--- src/rtl/pwm_regfront_pkg.sv ---
package pwm_regfront_pkg;
  localparam int unsigned OFS_START  = 32'h004;
  localparam int unsigned OFS_STOP   = 32'h008;
  localparam int unsigned OFS_STATUS = 32'h00C;
  localparam int unsigned OFS_FLAGS  = 32'h01C;

  // slot index inside a window from the offset relative to the window base
  function automatic int unsigned slot_of(int unsigned rel_ofs);
    return rel_ofs >> 2;
  endfunction

  // an in-window offset is valid when word aligned and below the slot count
  function automatic logic slot_ok(int unsigned rel_ofs, int unsigned n_slots);
    return ((rel_ofs & 3) == 0) && (slot_of(rel_ofs) < n_slots);
  endfunction
endpackage

--- src/rtl/pwm_addr_decode.sv ---
module pwm_addr_decode
  import pwm_regfront_pkg::*;
#(
  parameter int AW       = 12,
  parameter int N_CH     = 4,
  parameter int WIN_BASE = 32'h200,
  parameter int PITCH_LG = 5,
  parameter int WIN_REGS = 5,
  parameter int CW       = (N_CH > 1) ? $clog2(N_CH) : 1,
  parameter int IW       = 3
) (
  input  logic [AW-1:0] addr,
  output logic          hit_start,
  output logic          hit_stop,
  output logic          hit_status,
  output logic          hit_flags,
  output logic          hit_win,
  output logic [CW-1:0] win_ch,
  output logic [IW-1:0] win_idx
);
  localparam logic [AW-1:0] BASE_V = AW'(WIN_BASE);
  localparam logic [AW-1:0] END_V  = AW'(WIN_BASE + (N_CH << PITCH_LG));

  logic [AW-1:0]       rel;
  logic [PITCH_LG-1:0] ofs;
  logic                in_range;

  always_comb begin
    hit_start  = (addr == AW'(OFS_START));
    hit_stop   = (addr == AW'(OFS_STOP));
    hit_status = (addr == AW'(OFS_STATUS));
    hit_flags  = (addr == AW'(OFS_FLAGS));
    rel        = addr - BASE_V;
    ofs        = rel[PITCH_LG-1:0];
    in_range   = (addr >= BASE_V) && (addr < END_V);
    hit_win    = in_range && slot_ok(int'(ofs), WIN_REGS);
    win_ch     = rel[PITCH_LG +: CW];
    win_idx    = IW'(slot_of(int'(ofs)));
  end
endmodule

--- src/rtl/pwm_run_ctrl.sv ---
module pwm_run_ctrl #(
  parameter int N_CH = 4
) (
  input  logic            clk,
  input  logic            rst_n,
  input  logic [N_CH-1:0] start_mask,
  input  logic [N_CH-1:0] stop_mask,
  input  logic [N_CH-1:0] period_start,
  output logic [N_CH-1:0] run,
  output logic [N_CH-1:0] stopping
);
  for (genvar i = 0; i < N_CH; i++) begin : g_ch
    always_ff @(posedge clk) begin
      if (!rst_n) begin
        run[i]      <= 1'b0;
        stopping[i] <= 1'b0;
      end else if (start_mask[i]) begin
        run[i]      <= 1'b1;
        stopping[i] <= 1'b0;
      end else if (stopping[i] && period_start[i]) begin
        run[i]      <= 1'b0;
        stopping[i] <= 1'b0;
      end else if (stop_mask[i] && run[i]) begin
        stopping[i] <= 1'b1;
      end
    end
  end
endmodule

--- src/rtl/pwm_irq_flags.sv ---
module pwm_irq_flags #(
  parameter int N_CH = 4
) (
  input  logic            clk,
  input  logic            rst_n,
  input  logic [N_CH-1:0] rise,
  input  logic            clr_rd,
  output logic [N_CH-1:0] flags,
  output logic            irq
);
  always_ff @(posedge clk) begin
    if (!rst_n)      flags <= '0;
    else if (clr_rd) flags <= rise;          // keep a flag raised during the read
    else             flags <= flags | rise;
  end

  assign irq = |flags;
endmodule

--- src/rtl/pwm_regfront.sv ---
module pwm_regfront #(
  parameter int AW       = 12,
  parameter int DW       = 32,
  parameter int N_CH     = 4,
  parameter int WIN_BASE = 32'h200,
  parameter int PITCH_LG = 5,
  parameter int WIN_REGS = 5
) (
  input  logic             clk,
  input  logic             rst_n,
  input  logic [AW-1:0]    bus_addr,
  input  logic             bus_we,
  input  logic [DW-1:0]    bus_wdata,
  input  logic             bus_re,
  output logic [DW-1:0]    bus_rdata,
  input  logic [N_CH-1:0]  ch_period_start,
  output logic [N_CH-1:0]  ch_run,
  output logic [N_CH-1:0]  ch_wr_en,
  output logic [N_CH-1:0]  ch_rd_en,
  output logic [2:0]       ch_reg_idx,
  output logic [DW-1:0]    ch_wdata,
  input  logic [N_CH*DW-1:0] ch_rdata,
  output logic             irq
);
  localparam int CW = (N_CH > 1) ? $clog2(N_CH) : 1;

  logic          hit_start, hit_stop, hit_status, hit_flags, hit_win;
  logic [CW-1:0] win_ch;
  logic [2:0]    win_idx;
  logic [N_CH-1:0] start_mask, stop_mask, stopping, flag_rise, flags, win_sel;
  logic          flags_rd;
  logic [DW-1:0] rd_next;

  pwm_addr_decode #(
    .AW(AW), .N_CH(N_CH), .WIN_BASE(WIN_BASE), .PITCH_LG(PITCH_LG),
    .WIN_REGS(WIN_REGS), .CW(CW), .IW(3)
  ) u_dec (
    .addr(bus_addr), .hit_start(hit_start), .hit_stop(hit_stop),
    .hit_status(hit_status), .hit_flags(hit_flags), .hit_win(hit_win),
    .win_ch(win_ch), .win_idx(win_idx)
  );

  assign start_mask = (bus_we && hit_start) ? bus_wdata[N_CH-1:0] : '0;
  assign stop_mask  = (bus_we && hit_stop)  ? bus_wdata[N_CH-1:0] : '0;

  pwm_run_ctrl #(.N_CH(N_CH)) u_run (
    .clk(clk), .rst_n(rst_n), .start_mask(start_mask), .stop_mask(stop_mask),
    .period_start(ch_period_start), .run(ch_run), .stopping(stopping)
  );

  assign flag_rise = ch_period_start & ch_run;
  assign flags_rd  = bus_re && hit_flags;

  pwm_irq_flags #(.N_CH(N_CH)) u_irq (
    .clk(clk), .rst_n(rst_n), .rise(flag_rise), .clr_rd(flags_rd),
    .flags(flags), .irq(irq)
  );

  for (genvar i = 0; i < N_CH; i++) begin : g_win
    assign win_sel[i]  = hit_win && (win_ch == CW'(i));
    assign ch_wr_en[i] = bus_we && win_sel[i];
    assign ch_rd_en[i] = bus_re && win_sel[i];
  end
  assign ch_reg_idx = win_idx;
  assign ch_wdata   = bus_wdata;

  always_comb begin
    rd_next = '0;
    if (hit_status)     rd_next = DW'(ch_run);
    else if (hit_flags) rd_next = DW'(flags);
    else if (hit_win)   rd_next = ch_rdata[win_ch*DW +: DW];
  end

  always_ff @(posedge clk) begin
    if (!rst_n)      bus_rdata <= '0;
    else if (bus_re) bus_rdata <= rd_next;
    else             bus_rdata <= '0;
  end
endmodule

--- config.mk ---
export PLATFORM = sky130hd
export DESIGN_NAME = pwm_regfront
export DESIGN_NICKNAME = d
export VERILOG_FILES = /design/src/rtl/pwm_regfront_pkg.sv /design/src/rtl/pwm_addr_decode.sv /design/src/rtl/pwm_run_ctrl.sv /design/src/rtl/pwm_irq_flags.sv /design/src/rtl/pwm_regfront.sv
export SDC_FILE = /design/constraint.sdc
export NUM_CORES = 1
export LEC_CHECK = 0
export BUFFER_PORTS_ARGS = -buffer_cell sky130_fd_sc_hd__buf_2
export CORE_MARGIN = 5
export CORE_UTILIZATION = 35
export CTS_BUF_LIST = sky130_fd_sc_hd__clkbuf_2
export DETAILED_ROUTE_END_ITERATION = 6
export PLACE_DENSITY = 0.74
export SLEW_MARGIN = 15
export SYNTH_ARGS = -nofsm -noshare
export SYNTH_HDL_FRONTEND = slang
export SYNTH_SLANG_ARGS = --single-unit
--- constraint.sdc ---
create_clock -name clk -period 3.5 [get_ports clk]
set_input_delay 0.35 -clock clk [delete_from_list [all_inputs] [get_ports clk]]
set_output_delay 0.35 -clock clk [all_outputs]
set_load 0.005 [all_outputs]
* After elaboration in Yosys (flattened, before gate mapping) *
Cells that the tools add are included.

storage, ports and cells
  output and inout port bits = 80
  register bits = 44
  bits of input ports = 180
  logic and storage cells = 81

cells by class
  $lt $le $gt $ge = 3
  $add $sub $neg = 1
  shift-type cells = 1
  multiplexer cells = 14
  bitwise operators = 5
  reduce and logical (&&, ||, !) cells = 39
  equal/unequal tests = 7

operators with widths
  kind                    count
  $shiftx A128 B8 Y32     1
  $logic_not A32 Y1       1
  $logic_and A1 B1 Y1     26
  $eq A12 B4 Y1 const B   2
  $mux W4                 6
  $eq A12 B3 Y1 const B   1
  $eq A12 B5 Y1 const B   1
  $ge A12 B10 Y1 const B  1
  $lt A12 B10 Y1 const B  1
  $reduce_or A3 Y1        4
  $mux W1                 8
  $reduce_bool A2 Y1      4
  $sub A7 B1 Y7 const B   1
  $reduce_or A5 Y1        1
  $and A4 B4 Y4           1
  $eq A2 B2 Y1 const B    2
  $or A4 B4 Y4            1
  $reduce_or A4 Y1        1
  $lt A3 B3 Y1 const B    1
  $not A1 Y1              3
  $eq A2 B1 Y1 const B    1
  $logic_not A2 Y1        1
  $reduce_and A2 Y1       1

* Longest topological paths before layout *
Gate-level depths: netlist (run 1).

  word-level depth = 7
  mapped depth = 6

* Cells and area by module *
From an unflattened synthesis (run 1), not the netlist that was laid out.

second synthesis, totals
  cell total of the unflattened synthesis = 249
  area, all modules = 2750.1 µm²

by module, submodules not included
  module           sequential area each (µm²)  area an instance (µm²)  cells each  times used
  pwm_regfront     640.6                       2127.0                  186         1
  pwm_run_ctrl     160.2                       335.3                   32          1
  pwm_addr_decode  0.0                         145.1                   18          1
  pwm_irq_flags    80.1                        142.6                   13          1

* Least setup slack after synthesis (run 1) *
No wires, ideal clock.

  kind = input port to flip-flop
  from = input bus_addr[5]
  to = register bus_rdata[28]
  setup time = 0.116 ns
  buffers on the path = 2
  arrival = 1.589 ns
  required time = 3.384 ns
  setup slack = 1.795 ns
  stages = 4
  cells stage by stage = buf_2 buf_2 mux4_2 and2b_2

on the way
  word-level cells in the longest chain between the ends = 5
  elaborated cells on any way between the ends = 10
  those cells by class = add/sub (1); order compare (2); eq/ne (2); shift (1); bitwise (1); reduce/logical (3)

RTL lines
  item                                                                   line                source
  start: declaration                                                     pwm_regfront.sv:11  input logic [AW-1:0] bus_addr,
  parallel branches: the longest is 5 deep, another holds $sub A7 B1 Y7  n/a
  end signal: assignment                                                 pwm_regfront.sv:76  else if (bus_re) bus_rdata <= rd_next;
  end: declaration                                                       pwm_regfront.sv:15  output logic [DW-1:0] bus_rdata,

Several ways; the timed one is not identified.
A chain may end at the register's enable or synchronous reset.

* Worst setup path after layout (run 1) *
  from = input bus_addr[1]
  to = output ch_rd_en[2]

on the way
  word-level cells in the longest chain between the ends = 6
  elaborated cells on any way between the ends = 11
  those cells by class = add/sub (1); order compare (3); eq/ne (1); reduce/logical (6)

RTL lines
  item                                               line                    source
  $sub A7 B1 Y7                                      pwm_addr_decode.sv:33   rel = addr - BASE_V;
  $lt A3 B3 Y1 or $logic_not A32 Y1 (tied branches)  pwm_regfront_pkg.sv:14  return ((rel_ofs & 3) == 0) && (slot_of(rel_ofs) < n_slots);
  $logic_and A1 B1 Y1                                pwm_regfront_pkg.sv:14
  $logic_and A1 B1 Y1                                pwm_addr_decode.sv:36   hit_win = in_range && slot_ok(int'(ofs), WIN_REGS);
  $logic_and A1 B1 Y1 (*)                            pwm_regfront.sv:60      assign win_sel[i] = hit_win && (win_ch == CW'(i));
  $logic_and A1 B1 Y1 (*)                            pwm_regfront.sv:62      assign ch_rd_en[i] = bus_re && win_sel[i];
  end: declaration                                   pwm_regfront.sv:19      output logic [N_CH-1:0] ch_rd_en,

Mark *: on every way between the ends. The rest lies on a longest branch, timed or not.

==> metrics.txt, run 1 <==
outcome complete, no violations; Worst slew margin 21.90%; Clock Skew 8.025 ps; Post-synth EDFFs 0; max-slew violations 0; gr ovfl total 0; worst reg2reg setup slack 2650 ps; Synth Area per Inst 11.94 µm²; fin crit share 58.17%; Compound-Gate Fraction of Synth Area 4.688%; DRT Pass-1 Iters 4; simple-gate share of the synthesized area 25.52%; Hold EP u_irq.flags[3]; crit path DAT 1690 ps; Inserted Clock Buffers 5; Root Driver clkbuf_2; drt via density 4.915; mux share of post-synthesis cell area 25.48%; CP Cell Sequence buf_2 -> nor4_4 -> nand4_2 -> nor3b_1 -> and2_1 -> buf_2; largest net degree at the start of global routing 41; ANT nets after route 0; post-DP HPWL 8.193 mm; Reg2Reg Depth 3; core area 7807 µm²; # DRC 0; Hold WC Path Type primary input to flop; PwrDens 274.1 nW/µm²; CTS tree yes; Async SR Flop Fraction 0%; # IOs 260; GRT Overall Usage 18.14%; RSZ-0062 raised after global routing false; Clock Latency Late Sink 390 ps; crit-path max FO 8; Adder-Cell Fraction of Synth Area 0%; post-CTS sizing 0; setup TNS 0 ps; Vias 2482; P_leak 1.846 nW; Initial DRC Count 72; DIE HEIGHT 99.91 µm; CP required 3150 ps; Initial Util 36.23%; IO Port Bufs 203; R2R Path End bus_rdata[1]; Final #Nets 581; critical path launch point type primary input; # Post-CTS Setup Buffers 0; gr busiest metal met2; Final min period 2036 ps; CTS H-Tree Depth 2; max cap viols 0; Synth Area in XOR/XNOR 0%; WS Path Type primary input to output pin; Slew @ Worst Pin 1171 ps; DIE AREA 9981 µm²; Main synth FF type dfxtp_1; row cnt 32; total wire length 9.525 mm; CP top delay family simple AND/OR/NAND/NOR gates; worst-case clock buffer depth 2; met1 usage 19.26%; number of hold buffers added after cts 0; worst r2r src u_irq.flags[1]; initial antenna violation count 1; Wirelength per Cell 18.86 µm; Yosys warning count 0; Commonest cells post-synth 44 x dfxtp_1, 35 x buf_4, 32 x mux4_2; vias in the first global route 2721; M2 GR Usage 33.56%; post-synth net total 417; most used cell, CP buf_2; Unique masters post-synth 33; clock sink total 44; hold path depth 3; Fin Hold WS 201.0 ps; Final Wtd Congestion 0.8474; first-pass GRT wire length 13.92 mm; Max VDD drop 172.5 µV; Synth top area share 31.14%; Post-Syn Area 2829 µm²; Critical-path top delay cell nor4_4; width of the die 99.91 µm; flops & latches, synth 44; register area share after synthesis 31.14%; GRT met3 Usage 4.934%; fmax 491.2 MHz; multi-input combinational cell area 1575 µm²; final setup violation count 0; layout cells sized above 1 69.90%; Worst-path clk slew 210 ps; top cells by area, synth dfxtp_1 31%, mux4_2 25%, nor2b_4 9.7%, buf_4 9.3%, and2b_2 2.5%; total power 1.013 mW; Synth area leader dfxtp_1; hold_sp ch_period_start[3]; largest family of logic cells by synthesized area simple AND/OR/NAND/NOR gates; slack of the critical path 1464 ps; CP peak stage delay 380 ps; Finished Core Util 47.34%; crit end category output pin; Register Area 880.8 µm²; CP Buf/Inv Count 2; setup slack at placement 1142 ps; count leader, synth dfxtp_1; fill count 761; Layout area overhead 30.65%; Final Hold Vio Count 0; Synth Instances 237
==> flip-flops by register name (all words and copies together), names as in the netlist <==
| signal | flops |
|---|---|
| u_run.run | 4 |
| bus_rdata | 32 |
| u_irq.flags | 4 |
| u_run.stopping | 4 |
==> layout by cell type (no fill, tap or decap), drive strengths merged, types with 2 or more instances in the layout <==
master	Yosys	routed
and3	3	3
nor2b	25	25
a21boi	4	4
and2	4	4
nor3	6	6
and4	2	2
and2b	8	8
a31oi	3	3
clkinv	0	2
nor2	7	7
o21ai	5	5
nand4	2	2
and3b	2	2
and4b	3	3
nor3b	4	4
nand3	5	5
mux4	32	32
inv	5	5
nand2	16	16
buf	43	204
o22a	4	4
clkbuf	4	5
dfxtp	44	44
==> worst register-to-register path, cell delays in order, from the launching register on <==
cell	delay [ps]
dfxtp_1	400
nor2b_1	60
o22a_2	190
nor3_1	150
==> report_power, final <==
| group | internal, mW | switching, mW |
|---|---|---|
| Combinational | 0.142 | 0.0784 |
| Sequential | 0.503 | 0.0000881 |
| Clock | 0.120 | 0.170 |
==> kinds of logic after synthesis <==
| logic type | after synthesis |
|---|---|
| muxes | 32 |
| buffers and inverters | 52 |
| and+or+nand+nor | 91 |
| AOI/OAI and AO/OA | 18 |
| DFF | 44 |
==> final cells by class <==
type	count	area share, %
antenna	1	0.06770
clock buffer	5	0.6770
clock inverter	3	1.151
inverter	5	0.5078
multi-input combinational	141	42.62
sequential	44	23.83
tap	102	3.453
timing repair buffer	204	27.69
==> how the worst max path moves through the flow <==
stage | startpoint | endpoint | slack [ps] | cells after the start
detailed placement | bus_addr[1] | bus_rdata[28] | 1140 | 5
global placement | bus_addr[1] | bus_rdata[31] | 1200 | 5
global route | bus_addr[1] | ch_rd_en[1] | 1320 | 6
floorplan | bus_addr[5] | bus_rdata[28] | 1800 | 4
CTS | bus_addr[1] | ch_rd_en[2] | 1440 | 6
finish | bus_addr[1] | ch_rd_en[2] | 1460 | 6
==> stage by stage <==
stage,instance area (µm²),std cells
3_5_place_dp,3626,496
3_3_place_gp,3626,496
2_1_floorplan,2829,237
4_1_cts,3694,504
5_1_grt,3696,505
6_report,3696,505
==> routing by layer <==
layer | wire length (µm) | part of all wire [%] | vias up
li1 | - | - | 1154
met1 | 3202 | 34 | 1158
met2 | 5097 | 54 | 128
met3 | 918 | 9.6 | 42
met4 | 306 | 3.2 | 0
met5 | 0 | 0 | -
No activity file was read; power rests on OpenSTA's default activity.
==> run 2: changes to the inputs <==
--- a/config.mk
+++ b/config.mk
@@ -10,7 +10,7 @@
 export CORE_UTILIZATION = 35
 export CTS_BUF_LIST = sky130_fd_sc_hd__clkbuf_2
 export DETAILED_ROUTE_END_ITERATION = 6
-export PLACE_DENSITY = 0.74
+export PLACE_DENSITY = 0.78
 export SLEW_MARGIN = 15
 export SYNTH_ARGS = -nofsm -noshare
 export SYNTH_HDL_FRONTEND = slang
==> constraint.sdc (replaced) <==
create_clock -name clk -period 1.7 [get_ports clk]
set_input_delay 0.17 -clock clk [delete_from_list [all_inputs] [get_ports clk]]
set_output_delay 0.17 -clock clk [all_outputs]
set_load 0.005 [all_outputs]
==> metrics.txt, run 2 (synthesized netlist as in run 1, its figures left out) <==
total wire length 8.991 mm; row cnt 32; PwrDens 545.5 nW/µm²; layout cells sized above 1 69.45%; WS Path Type primary input to output pin; worst setup path startpoint bus_addr[1]; Clock Latency Late Sink 400 ps; ANT nets after route 0; Final min period 1638 ps; IO Port Bufs 203; total power 2.115 mW; CP Buf/Inv Count 3; width of the die 99.91 µm; Register Area 880.8 µm²; Root Driver clkbuf_2; Final Wtd Congestion 0.7751; first-pass GRT wire length 13.44 mm; Clock Skew 5.126 ps; Critical-path top delay cell nor4_4; Wirelength per Cell 17.26 µm; crit-path max FO 7; most used cell, CP buf_2; Inserted Clock Buffers 5; Final Hold Vio Count 0; CP top delay family simple AND/OR/NAND/NOR gates; Worst slew margin 77.07%; Max VDD drop 270.5 µV; Hold WC Path Type primary input to flop; Initial DRC Count 45; DIE HEIGHT 99.91 µm; drt via density 4.797; CP Cell Sequence buf_2 -> nor4_4 -> nand4_2 -> buf_4 -> nor3b_1 -> and2_1 -> buf_2; CP required 1530 ps; # DRC 0; vias in the first global route 2653; crit end category output pin; outcome complete, no violations; Initial Util 36.23%; R2R Path End bus_rdata[3]; Final #Nets 598; multi-input combinational cell area 1575 µm²; final setup violation count 0; fin crit share 96.33%; post-DP HPWL 7.612 mm; post-CTS sizing 0; Reg2Reg Depth 3; largest reg by FF count bus_rdata; Slew @ Worst Pin 341.4 ps; CTS tree yes; most frequent cells in the layout 203 x buf_2, 44 x dfxtp_1, 32 x mux4_2; Vias 2499; initial antenna violation count 0; ANT cells 0; GRT Overall Usage 16.98%; worst r2r src u_irq.flags[3]; RSZ-0062 raised after global routing true; max-slew violations 0; CP Depth 7; # Post-CTS Setup Buffers 0; max cap viols 0; CP peak stage delay 380 ps; CTS H-Tree Depth 2; critical path launch point type primary input; Setup crit end ch_rd_en[2]; DRT Pass-1 Iters 4; Worst-path clk slew 230 ps; worst-case clock buffer depth 2; crit path DAT 1470 ps; # IOs 260; Layout area overhead 37.02%; fmax 610.6 MHz; core area 7807 µm²; clock sink total 44; gr ovfl total 0; Largest register FFs 32; Fin Hold WS 51.04 ps; worst reg2reg setup slack 770 ps; P_leak 1.937 nW; largest net degree at the start of global routing 40; fill count 718; DIE AREA 9981 µm²; most common cell after layout, fill and taps aside buf_2
[run 2: through the flow]
step / setup slack [ps] / cells / utilization, % / TNS (ps) / instance area, µm²
6_report: 62.34 / 521 / 49.65 / 0 / 3876
3_5_place_dp: 38.32 / 506 / 47.88 / 0 / 3739
5_1_grt: -40.82 / 521 / 49.65 / -193.2 / 3876
3_3_place_gp: 72.64 / 506 / 47.88 / 0 / 3739
2_1_floorplan: 175.3 / 237 / - / 0 / 2829
4_1_cts: 44.35 / 521 / 49.65 / 0 / 3876
[run 2: cell type report]
class | count | area share (%)
inverter | 5 | 0.4842
timing repair buffer | 221 | 31.12
clock inverter | 3 | 1.097
sequential | 44 | 22.72
clock buffer | 5 | 0.6456
multi-input combinational | 141 | 40.64
tap | 102 | 3.292
[run 2: timing repair]
item	CTS	global route
endpoints found under the setup margin	0	6
hold buffers	7	0
hold endpoints to repair	7	0
[run 2: worst min path at each step]
| stage | slack (ps) | cells past startpoint | start | to |
|---|---|---|---|---|
| floorplan | 310 | 2 | ch_period_start[0] | u_irq.flags[0] |
| global placement | 340 | 0 | bus_wdata[4] | ch_wdata[4] |
| detailed placement | 340 | 0 | bus_wdata[4] | ch_wdata[4] |
| CTS | 20 | 3 | bus_wdata[0] | u_run.run[0] |
| global route | 50 | 3 | bus_wdata[0] | u_run.run[0] |
| finish | 50 | 3 | bus_wdata[0] | u_run.run[0] |
[run 2: layer usage]
layer	vias up	wire (µm)	track usage, %
met5	-	0	0
met4	0	209	5.777
met3	32	823	3.892
met2	115	4976	33.97
met1	1162	2982	16.85
li1	1190	-	-
[run 2: report_power, final]
| part | total [mW] | leakage [nW] | internal (mW) | switching, mW |
|---|---|---|---|---|
| registers | 1.04 | 0.354 | 1.04 | 0.000151 |
| logic | 0.477 | 1.54 | 0.316 | 0.162 |
| clock network | 0.602 | 0.0406 | 0.247 | 0.355 |
[run 2: worst reg2reg max path, delay by kind of cell, from the launching register on]
kind	cells	cell delay, ps
flops	1	410
simple gates	2	280
compound gates	1	190
